<file path="config.mk">
export PLATFORM = sky130hd
export DESIGN_NAME = crt_timer
export DESIGN_NICKNAME = d
export VERILOG_FILES = /design/src/rtl/crt_pkg.sv /design/src/rtl/crt_edge_sync.sv /design/src/rtl/crt_ctrl.sv /design/src/rtl/crt_core.sv /design/src/rtl/crt_timer.sv
export SDC_FILE = /design/constraint.sdc
export NUM_CORES = 1
export LEC_CHECK = 0
export ABC_AREA = 1
export BUFFER_PORTS_ARGS = -buffer_cell sky130_fd_sc_hd__buf_4
export CAP_MARGIN = 20
export CORE_AREA = 2 2 65 128
export DETAILED_ROUTE_END_ITERATION = 8
export DIE_AREA = 0 0 67 130
export GPL_TIMING_DRIVEN = 0
export PLACE_DENSITY = 0.85
export SLEW_MARGIN = 0
export SYNTH_ARGS = -nofsm -noshare
export SYNTH_HDL_FRONTEND = slang
export SYNTH_SLANG_ARGS = --single-unit
</file>
<file path="constraint.sdc">
create_clock -name clk -period 3.6 [get_ports clk]
set_clock_uncertainty 0.15 [all_clocks]
set_input_delay 0.72 -clock clk [delete_from_list [all_inputs] [get_ports clk]]
set_output_delay 0.72 -clock clk [all_outputs]
set_load 0.005 [all_outputs]
</file>
<file path="src/rtl/crt_pkg.sv">
package crt_pkg;
  typedef struct packed {
    logic ovf;
    logic ext;
    logic rx_sel;
    logic tx_sel;
    logic ext_en;
    logic run;
    logic ct_sel;
    logic cap_sel;
  } ctrl_t;

  localparam int unsigned CTRL_ADDR = 0;
  localparam int unsigned CNT_BASE  = 1;
endpackage

</file>
<file path="src/rtl/crt_edge_sync.sv">
module crt_edge_sync #(
  parameter int STAGES = 2
) (
  input  logic clk,
  input  logic rst_n,
  input  logic pin,
  output logic fall
);
  logic [STAGES-1:0] sh_q, sh_d;
  logic              last_q;

  always_comb begin
    sh_d = {sh_q[STAGES-2:0], pin};
  end

  always_ff @(posedge clk or negedge rst_n) begin
    if (!rst_n) begin
      sh_q   <= '1;
      last_q <= 1'b1;
    end else begin
      sh_q   <= sh_d;
      last_q <= sh_q[STAGES-1];
    end
  end

  assign fall = last_q & ~sh_q[STAGES-1];
endmodule

</file>
<file path="src/rtl/crt_ctrl.sv">
module crt_ctrl
  import crt_pkg::*;
(
  input  logic       clk,
  input  logic       rst_n,
  input  logic       wr_en,
  input  logic [7:0] wdata,
  input  logic       wrap,
  input  logic       ext_set,
  input  logic       updn_mode,
  output ctrl_t      ctrl,
  output logic       irq
);
  ctrl_t ctrl_q, ctrl_d;
  logic  baud;

  assign baud = ctrl_q.rx_sel | ctrl_q.tx_sel;

  always_comb begin
    ctrl_d = ctrl_q;
    if (wr_en) ctrl_d = ctrl_t'(wdata);
    if (wrap && !baud) ctrl_d.ovf = 1'b1;
    if (ext_set) ctrl_d.ext = 1'b1;
    else if (wrap && updn_mode) ctrl_d.ext = ~ctrl_d.ext;
  end

  always_ff @(posedge clk or negedge rst_n) begin
    if (!rst_n) ctrl_q <= '0;
    else        ctrl_q <= ctrl_d;
  end

  assign ctrl = ctrl_q;
  assign irq  = ctrl_q.ovf | (ctrl_q.ext & ~updn_mode);

  // no hardware-set overflow flag while baud ticks are produced
  a_r10_no_ovf_in_baud: assert property (@(posedge clk) disable iff (!rst_n)
    (baud && !wr_en && !ctrl_q.ovf) |=> !ctrl_q.ovf);

  // a trigger event outside up/down mode leaves the external flag set
  a_r8_ext_set: assert property (@(posedge clk) disable iff (!rst_n)
    (ext_set && !updn_mode) |=> ctrl_q.ext);
endmodule

</file>
<file path="src/rtl/crt_core.sv">
module crt_core
  import crt_pkg::*;
#(
  parameter int CNT_W = 16
) (
  input  logic               clk,
  input  logic               rst_n,
  input  ctrl_t              ctrl,
  input  logic               tick_en,
  input  logic               cnt_fall,
  input  logic               trig_fall,
  input  logic               updn_en,
  input  logic               cnt_up,
  input  logic [CNT_W/8-1:0] cnt_wr,
  input  logic [CNT_W/8-1:0] cap_wr,
  input  logic [7:0]         wdata,
  output logic [CNT_W-1:0]   count,
  output logic [CNT_W-1:0]   cap,
  output logic               wrap,
  output logic               ext_set,
  output logic               updn_mode,
  output logic               rx_tick,
  output logic               tx_tick
);
  localparam int NB = CNT_W / 8;
  localparam logic [CNT_W-1:0] MAXV = '1;

  logic [CNT_W-1:0] cnt_q, cnt_hw, cnt_d;
  logic [CNT_W-1:0] cap_q, cap_hw, cap_d;
  logic             half_q, half_d;
  logic             rx_q, tx_q, rx_d, tx_d;
  logic             baud, step, down, at_lim, reload_on_wrap;
  logic             trig_ok, trig_cap, trig_rl;

  always_comb begin
    baud           = ctrl.rx_sel | ctrl.tx_sel;
    updn_mode      = updn_en & ~ctrl.cap_sel & ~baud;
    half_d         = (ctrl.run & baud) ? ~half_q : 1'b0;
    if (baud)             step = ctrl.run & half_q;
    else if (ctrl.ct_sel) step = ctrl.run & cnt_fall;
    else                  step = ctrl.run & tick_en;
    down           = updn_mode & ~cnt_up;
    at_lim         = down ? (cnt_q == cap_q) : (cnt_q == MAXV);
    wrap           = step & at_lim;
    reload_on_wrap = ~ctrl.cap_sel | baud;
    trig_ok        = trig_fall & ctrl.ext_en & ~baud;
    trig_cap       = trig_ok & ctrl.cap_sel;
    trig_rl        = trig_ok & ~ctrl.cap_sel & ~updn_en;
    ext_set        = trig_cap | trig_rl;

    cnt_hw = cnt_q;
    if (trig_rl)        cnt_hw = cap_q;
    else if (wrap)      cnt_hw = down ? MAXV : (reload_on_wrap ? cap_q : '0);
    else if (step)      cnt_hw = down ? cnt_q - 1'b1 : cnt_q + 1'b1;

    cap_hw = trig_cap ? cnt_q : cap_q;
    rx_d   = wrap & baud & ctrl.rx_sel;
    tx_d   = wrap & baud & ctrl.tx_sel;
  end

  for (genvar b = 0; b < NB; b++) begin : g_lane
    assign cnt_d[8*b +: 8] = cnt_wr[b] ? wdata : cnt_hw[8*b +: 8];
    assign cap_d[8*b +: 8] = cap_wr[b] ? wdata : cap_hw[8*b +: 8];
  end

  always_ff @(posedge clk or negedge rst_n) begin
    if (!rst_n) begin
      cnt_q  <= '0;
      cap_q  <= '0;
      half_q <= 1'b0;
      rx_q   <= 1'b0;
      tx_q   <= 1'b0;
    end else begin
      cnt_q  <= cnt_d;
      cap_q  <= cap_d;
      half_q <= half_d;
      rx_q   <= rx_d;
      tx_q   <= tx_d;
    end
  end

  assign count   = cnt_q;
  assign cap     = cap_q;
  assign rx_tick = rx_q;
  assign tx_tick = tx_q;

  // halted count holds unless software or a trigger reload loads it
  a_r5_halt_holds: assert property (@(posedge clk) disable iff (!rst_n)
    (!ctrl.run && !trig_rl && cnt_wr == '0) |=> $stable(cnt_q));

  // an ordinary up step adds exactly one
  a_r3_up_step: assert property (@(posedge clk) disable iff (!rst_n)
    (step && !down && !at_lim && !trig_rl && cnt_wr == '0)
      |=> cnt_q == $past(cnt_q) + 1'b1);

  // an up wrap in reload mode takes the capture/reload value
  a_r6_reload_wrap: assert property (@(posedge clk) disable iff (!rst_n)
    (wrap && !down && reload_on_wrap && !trig_rl && cnt_wr == '0)
      |=> cnt_q == $past(cap_q));
endmodule

</file>
<file path="src/rtl/crt_timer.sv">
module crt_timer
  import crt_pkg::*;
#(
  parameter int CNT_W   = 16,
  parameter int STAGES  = 2,
  parameter int ADDR_W  = 3
) (
  input  logic              clk,
  input  logic              rst_n,
  input  logic              bus_we,
  input  logic [ADDR_W-1:0] bus_addr,
  input  logic [7:0]        bus_wdata,
  output logic [7:0]        bus_rdata,
  input  logic              tick_en,
  input  logic              cnt_pin,
  input  logic              trig_pin,
  input  logic              updn_en,
  input  logic              cnt_up,
  output logic              irq,
  output logic              rx_tick,
  output logic              tx_tick
);
  localparam int NB       = CNT_W / 8;
  localparam int CAP_BASE = CNT_BASE + NB;

  logic             rst_meta_q, rst_n_i;
  ctrl_t            ctrl;
  logic [CNT_W-1:0] count, cap;
  logic [NB-1:0]    cnt_wr, cap_wr;
  logic             ctrl_wr, cnt_fall, trig_fall, wrap, ext_set, updn_mode;

  always_ff @(posedge clk or negedge rst_n) begin
    if (!rst_n) begin
      rst_meta_q <= 1'b0;
      rst_n_i    <= 1'b0;
    end else begin
      rst_meta_q <= 1'b1;
      rst_n_i    <= rst_meta_q;
    end
  end

  assign ctrl_wr = bus_we && (bus_addr == ADDR_W'(CTRL_ADDR));

  for (genvar b = 0; b < NB; b++) begin : g_dec
    assign cnt_wr[b] = bus_we && (bus_addr == ADDR_W'(CNT_BASE + b));
    assign cap_wr[b] = bus_we && (bus_addr == ADDR_W'(CAP_BASE + b));
  end

  crt_edge_sync #(.STAGES(STAGES)) u_cnt_sync (
    .clk(clk), .rst_n(rst_n_i), .pin(cnt_pin), .fall(cnt_fall));

  crt_edge_sync #(.STAGES(STAGES)) u_trig_sync (
    .clk(clk), .rst_n(rst_n_i), .pin(trig_pin), .fall(trig_fall));

  crt_ctrl u_ctrl (
    .clk(clk), .rst_n(rst_n_i), .wr_en(ctrl_wr), .wdata(bus_wdata),
    .wrap(wrap), .ext_set(ext_set), .updn_mode(updn_mode),
    .ctrl(ctrl), .irq(irq));

  crt_core #(.CNT_W(CNT_W)) u_core (
    .clk(clk), .rst_n(rst_n_i), .ctrl(ctrl), .tick_en(tick_en),
    .cnt_fall(cnt_fall), .trig_fall(trig_fall), .updn_en(updn_en),
    .cnt_up(cnt_up), .cnt_wr(cnt_wr), .cap_wr(cap_wr), .wdata(bus_wdata),
    .count(count), .cap(cap), .wrap(wrap), .ext_set(ext_set),
    .updn_mode(updn_mode), .rx_tick(rx_tick), .tx_tick(tx_tick));

  always_comb begin
    bus_rdata = '0;
    if (bus_addr == ADDR_W'(CTRL_ADDR)) bus_rdata = ctrl;
    for (int i = 0; i < NB; i++) begin
      if (bus_addr == ADDR_W'(CNT_BASE + i)) bus_rdata = count[8*i +: 8];
      if (bus_addr == ADDR_W'(CAP_BASE + i)) bus_rdata = cap[8*i +: 8];
    end
  end

  // a receive tick only follows a cycle with the receive select set
  a_r10_rx_source: assert property (@(posedge clk) disable iff (!rst_n_i)
    rx_tick |-> $past(ctrl.rx_sel));
endmodule

</file>
==> summary.md, run 1 <==
| Metric | Value |
|---|---|
| Chip width | `67 um` |
| Max Used Layer | `met4` |
| Synth Area per Inst | `6.197 um^2` |
| Synth warnings | `0` |
| # DRC | `0` |
| Initial antenna violation count | `0` |
| Final worst slack | `0.5880 ns` |
| Pwr Density | `649.4 nW/um^2` |
| GRT Util Overall | `0.4084` |
| Final period demand of the worst path | `3.012 ns` |
| Initial DRC count | `725` |
| Placer congestion estimate | `1.018` |
| Most used cell, CP | `nand2_1` |
| Worst Tran Pin Value | `0.7488 ns` |
| ANT nets after route | `0` |
| Total core area | `7828 um^2` |
| Post-CTS resize count | `0` |
| Slew headroom | `0.4989` |
| Arrival time worst endpoint | `3.05 ns` |
| Setup_tns | `0 ns` |
| Post-DP HPWL | `13870 um` |
| Count of final setup violators | `0` |
| Syn Inst Count | `722` |
| Syn_nets | `742` |
| Unique masters post-synth | `39` |
| Worst path required time | `3.63 ns` |
| Final Hold Viols | `0` |
| CTS Hold Bufs | `0` |
| Later-pin clock latency in the skew report | `0.29 ns` |
| GRT Residual Overflow | `0` |
| Final nets | `779` |
| I/O pin count | `30` |
| CTS clock-pin slew for the worst setup and hold paths | `0.07 ns` |
| Largest net degree at the start of global routing | `29` |
| CP cell instances | `buf_4, inv_1, nor2_8, nand2_2, nor2_2, buf_6, nand3_1, nand2_1, nor3_1, nand3_2, buf_6, nand3_1, nand2_1, nand2_1, nand2_1` |
| Worst Hold Class | `primary input to async pin` |
| H-tree depth | `2` |
| Status | `finished, final reports clean` |
| # port buffers | `29` |
| Final critical-path share of the clock period | `0.8367` |
| Proportion of synthesized flip-flops having asynchronous set or reset | `1.000` |
| EDFF count, synth | `0` |
| Clock Tree Root | `clkbuf_16` |
| N_diodes | `0` |
| Place WS | `0.4183 ns` |
| Die H | `130 um` |
| Crit. End Element | `flip-flop` |
| Final instance area | `5026 um^2` |
| Metal3 WL | `1283 um` |
| Crit-path slowest cell | `nor3_1` |
| Starting density of the core | `0.5716` |
| Leakage power | `2.541 nW` |
| Die area | `8710 um^2` |
| Setup Fix Bufs, Post-CTS | `0` |
| Clock Tree Buf Depth | `2` |
| Yosys reg bits | `51` |
| Layout cell share with drive strength beyond 1 | `0.1092` |
| CP peak stage delay | `0.55 ns` |
| Slew Viols, Final | `0` |
| Routed WL | `17510 um` |
| Max Cap Viol | `0` |
| Mapped Area | `4474 um^2` |
| Met2 routed WL | `8385 um` |
| First-pass GRT wire length | `25760 um` |
| RSZ-0062 raised after global routing | `false` |
| Worst setup SP type | `primary input` |
| Syn-to-layout area delta | `12.33%` |
| Placed instance area | `4833 um^2` |
| DRT met1 WL | `6157 um` |
| Share of the yosys chip area belonging to registers | `0.2869` |
| Fmax | `0.3320 GHz` |
| Setup CP Type | `primary input to flip-flop` |
| Cts bufs inserted | `5` |
| Post-DR wirelength/cell | `20.45 um` |
| Maximum fanout along the worst path | `10` |
| Max IR drop VDD | `0.4807 mV` |
| Clock sink count | `51` |
| Vias in the first global route | `4867` |
| Router iterations before antenna repair | `6` |
| Num rows | `46` |
| Vias | `5352` |
| Routed vias/inst | `6.252` |
| CTS tree | `built` |
| Ys flop type | `dfrtp_1` |
## per-layer routing
metal  vias to the layer above  track usage
met1                      2479       0.4613
met5                         -            0
met4                         0       0.3349
met3                       101      0.04655
li1                       2437            -
met2                       335       0.6709
## stage by stage
stage               hold slack (ns)    util  std cells  power [mW]
detailed placement           0.1050  0.6175        848       2.587
finish                      0.04503  0.6421        856       3.264
CTS                         0.04566  0.6421        856       3.192
global route                0.03885  0.6421        856       3.432
floorplan                    0.1812       -        722       1.991
global placement             0.1848  0.6148        847       2.554
## path summary, 6_finish.rpt
path,slack (ns),startpoint,cells after the start,endpoint
setup / recovery,0.59,updn_en,15,u_core.count[10]$_DFFE_PN0P_
hold / removal,0.05,rst_n,1,rst_n_i$_DFF_PN0_
setup reg to reg,0.68,u_ctrl.ctrl[5]$_DFFE_PN0P_,13,u_core.count[10]$_DFFE_PN0P_
hold reg to reg,0.10,rst_n_i$_DFF_PN0_,0,u_core.cap[12]$_DFFE_PN0P_
max in group asynchronous,2.60,rst_n_i$_DFF_PN0_,1,u_cnt_sync.last_q$_DFF_PN1_
min in group clk,0.21,rst_meta_q$_DFF_PN0_,0,rst_n_i$_DFF_PN0_
## power breakdown
group	internal, mW	leakage (nW)	total (mW)	switching (mW)
clock	0.398	0.0900	0.613	0.215
sequential	0.744	0.617	0.984	0.240
combinational	0.496	1.83	1.67	1.17
## state kept, by name, summed over array words and instances (netlist names)
register / flops
u_trig_sync.last_q: 1
rst_n_i: 1
u_core.count: 16
u_ctrl.ctrl: 8
rst_meta_q: 1
u_cnt_sync.last_q: 1
u_core.rx_tick: 1
u_core.tx_tick: 1
u_trig_sync.sh_q: 2
u_core.cap: 16
u_core.half_q: 1
u_cnt_sync.sh_q: 2
## placed cells by master, fill, tap and decap left out, types with 5 or more instances in the layout
cell | Yosys | routed
a21oi_1 | 33 | 33
a41oi_1 | 11 | 11
buf_4 | 2 | 31
buf_6 | 7 | 7
clkbuf_1 | 9 | 9
clkbuf_16 | 0 | 5
dfrtp_1 | 45 | 44
dfstp_2 | 6 | 6
inv_1 | 100 | 100
nand2_1 | 214 | 214
nand3_1 | 82 | 82
nand4_1 | 10 | 10
nor2_1 | 70 | 70
nor2_2 | 5 | 5
nor3_1 | 6 | 6
o211ai_1 | 15 | 15
o21ai_0 | 39 | 39
o221ai_1 | 6 | 6
o22ai_1 | 10 | 10
xor2_1 | 8 | 8
## cell families (layout without fill, tap and decap cells)
logic type / after synthesis / after routing / share of synthesized area
simple gates: 403 / 403 / 0.3935
other cells: 1 / 1 / 0.0008381
buf+inv: 130 / 168 / 0.1233
flops: 51 / 51 / 0.2869
fa+ha+maj: 1 / 1 / 0.002796
xor+xnor: 8 / 8 / 0.01566
compound gates: 128 / 128 / 0.1770
## worst max-delay path: cells and delay by family
| kind | cells | cell delay, ns |
|---|---|---|
| and+or+nand+nor | 11 | 1.68 |
| buffers and inverters | 4 | 0.64 |
## layout make-up
type	instances	area [um^2]
Tap cell	96	120.1
Multi-Input combinational cell	541	2639
Inverter	108	405.4
Clock inverter	3	67.56
Fill cell	766	2801
Clock buffer	5	125.1
Sequential cell	51	1285
Timing Repair Buffer	30	237.7
Buffer	22	146.4
## cell usage after synthesis (4+ instances only)
| master | count | area (um^2) |
|---|---|---|
| a21oi_1 | 33 | 165.2 |
| dfrtp_1 | 45 | 1126 |
| nand4_1 | 10 | 62.56 |
| nand2_2 | 4 | 25.02 |
| inv_2 | 4 | 15.01 |
| a22oi_1 | 4 | 30.03 |
| o22ai_1 | 10 | 62.56 |
| o21ai_0 | 39 | 195.2 |
| nand3_1 | 82 | 410.4 |
| a41oi_1 | 11 | 96.34 |
| o221ai_1 | 6 | 52.55 |
| dfstp_2 | 6 | 157.7 |
| o211ai_1 | 15 | 112.6 |
| nor2_1 | 70 | 262.8 |
| inv_1 | 100 | 375.4 |
| nor2_2 | 5 | 31.28 |
| buf_6 | 7 | 78.83 |
| nand2_1 | 214 | 803.3 |
| clkbuf_1 | 9 | 33.78 |
| nor3_1 | 6 | 30.03 |
| clkinv_1 | 4 | 15.01 |
| xor2_1 | 8 | 70.07 |
| nand3_2 | 4 | 40.04 |
Note: power is estimated with default switching activity, not from simulation.
==> inputs of run 2 (changes only) <==
==> constraint.sdc (replaced) <==
create_clock -name clk -period 2.9 [get_ports clk]
set_clock_uncertainty 0.15 [all_clocks]
set_input_delay 0.58 -clock clk [delete_from_list [all_inputs] [get_ports clk]]
set_output_delay 0.58 -clock clk [all_outputs]
set_load 0.005 [all_outputs]
==> run 2 against run 1 <==
Hold slack improved by 0.053 ns. Via count up 0.69%. Highest routed layer unchanged. Utilization grew 0.29 points. Critical path type is now flip-flop to flip-flop. Combinational power increased by 25%.
==> summary.md, run 2 (synthesis results as in run 1) <==
| Metric | Value |
|---|---|
| Placer congestion estimate | `1.018` |
| Die H | `130 um` |
| Final critical-path share of the clock period | `0.9348` |
| Worst Hold Class | `flip-flop to async pin` |
| Fmax | `0.3689 GHz` |
| Slew headroom | `0.5271` |
| Max Used Layer | `met4` |
| Max Cap Viol | `0` |
| Num rows | `46` |
| Met2 routed WL | `8292 um` |
| Worst setup SP type | `flip-flop` |
| H-tree depth | `2` |
| Cts bufs inserted | `5` |
| Final Hold Viols | `0` |
| Starting density of the core | `0.5716` |
| Syn-to-layout area delta | `12.84%` |
| Total core area | `7828 um^2` |
| Initial DRC count | `660` |
| GRT Residual Overflow | `0` |
| Worst Tran Pin Value | `0.7055 ns` |
| Setup CP Type | `flip-flop to flip-flop` |
| Most frequent cells in the layout | `nand2_1 (214), inv_1 (100), nand3_1 (82)` |
| Fin cells | `857` |
| Vias in the first global route | `4870` |
| Routed WL | `17500 um` |
| Slew Viols, Final | `0` |
| CTS tree | `built` |
| Clock Tree Buf Depth | `2` |
| Chip width | `67 um` |
| CTS clock-pin slew for the worst setup and hold paths | `0.07 ns` |
| Largest net degree at the start of global routing | `29` |
| CP startpoint | `u_ctrl.ctrl[4]$_DFFE_PN0P_` |
| Leakage power | `2.550 nW` |
| Maximum fanout along the worst path | `10` |
| I/O pin count | `30` |
| Count of final setup violators | `0` |
| Router iterations before antenna repair | `6` |
| # port buffers | `29` |
| Fillers | `766` |
| Routed vias/inst | `6.288` |
| Vias | `5389` |
| Arrival time worst endpoint | `2.74 ns` |
| N_diodes | `0` |
| DRT met1 WL | `6099 um` |
| RSZ-0062 raised after global routing | `false` |
| Die area | `8710 um^2` |
| First-pass GRT wire length | `25770 um` |
| Layout cell share with drive strength beyond 1 | `0.1143` |
| Design Power | `4.060 mW` |
| Status | `finished, final reports clean` |
| Clock sink count | `51` |
| Worst path required time | `2.93 ns` |
| Pwr Density | `804.2 nW/um^2` |
| Placed insts | `848` |
| Final period demand of the worst path | `2.711 ns` |
| Clock Tree Root | `clkbuf_16` |
| GRT Util Overall | `0.4086` |
| Initial antenna violation count | `0` |
| Crit. End Element | `flip-flop` |
| Metal3 WL | `1436 um` |
| Commonest non-fill, non-tap cell in the layout | `nand2_1` |
| # DRC | `0` |
| Max IR drop VDD | `0.6015 mV` |
| ANT nets after route | `0` |
| Reg-to-reg startpoint | `u_ctrl.ctrl[4]$_DFFE_PN0P_` |
| Final nets | `780` |
| Post-DP HPWL | `13870 um` |
| Post-DR wirelength/cell | `20.42 um` |
| Later-pin clock latency in the skew report | `0.29 ns` |
run 2: cell types whose count changed in the layout (fill, tap and decap cells not counted), sizes merged:
cell and delta:
buf -1, clkbuf +1, dlygate4sd3 +1
run 2: metal layers:
layer  vias to the layer above  GRT usage
met4                         0     0.3349
met5                         -          0
met3                       105    0.04655
li1                       2448          -
met1                      2470     0.4618
met2                       366     0.6709
run 2: path summary, 6_finish.rpt:
path,endpoint,slack [ns],depth (start not counted)
max in group asynchronous,u_cnt_sync.last_q$_DFF_PN1_,1.91,1
max,u_core.count[15]$_DFFE_PN0P_,0.19,15
min in group clk,rst_n_i$_DFF_PN0_,0.21,0
max reg2reg,u_core.count[15]$_DFFE_PN0P_,0.19,15
min,u_core.cap[12]$_DFFE_PN0P_,0.1,0
min reg2reg,u_core.cap[12]$_DFFE_PN0P_,0.1,0
run 2: report_power, final:
group / switching (mW) / internal (mW) / leakage, nW
Combinational: 1.46 / 0.619 / 1.84
Sequential: 0.305 / 0.923 / 0.617
Clock: 0.262 / 0.494 / 0.0900
Total: 2.02 / 2.04 / 2.55
run 2: metrics by stage:
stage | util | TNS (ns) | hold slack [ns] | instance area (um^2) | setup WS [ns]
5_1_grt | 0.6450 | 0 | 0.1447 | 5049 | 0.004286
4_1_cts | 0.6434 | 0 | 0.1086 | 5036 | 0.1173
3_3_place_gp | 0.6148 | -0.7950 | 0.1848 | 4812 | -0.1288
3_5_place_dp | 0.6175 | -1.020 | 0.1050 | 4833 | -0.1417
2_1_floorplan | - | 0 | 0.1344 | 4474 | 0.4828
6_report | 0.6450 | 0 | 0.09801 | 5049 | 0.1890
run 2: what timing repair did:
item,in CTS,in global routing
resized for setup,0,4
setup buffers,0,0
endpoints found under the hold margin,2,0
hold buffers,1,0
setup endpoints to repair,0,12
run 2: final cells by class:
cell class | count | area, um^2 | share of cell area
Multi-Input combinational cell | 541 | 2650 | 0.5249
Sequential cell | 51 | 1285 | 0.2545
Inverter | 108 | 405.4 | 0.08030
Timing Repair Buffer | 31 | 247.7 | 0.04907
Buffer | 22 | 147.6 | 0.02924
Clock buffer | 5 | 125.1 | 0.02478
Tap cell | 96 | 120.1 | 0.02379
Clock inverter | 3 | 67.56 | 0.01338
run 2: worst max-delay path: stages, from the launching register on:
cell and delay [ns]:
dfrtp_1 0.39, inv_1 0.16, nand2_1 0.16, nor2_4 0.26
buf_6 0.21, nand3_1 0.08, nand2_1 0.09, nand2_1 0.11
nor2_1 0.10, nand2_1 0.06, nor2_1 0.14, nand3_1 0.28
nand3_1 0.22, nand2_1 0.06, nand2_1 0.07, nand2_1 0.05
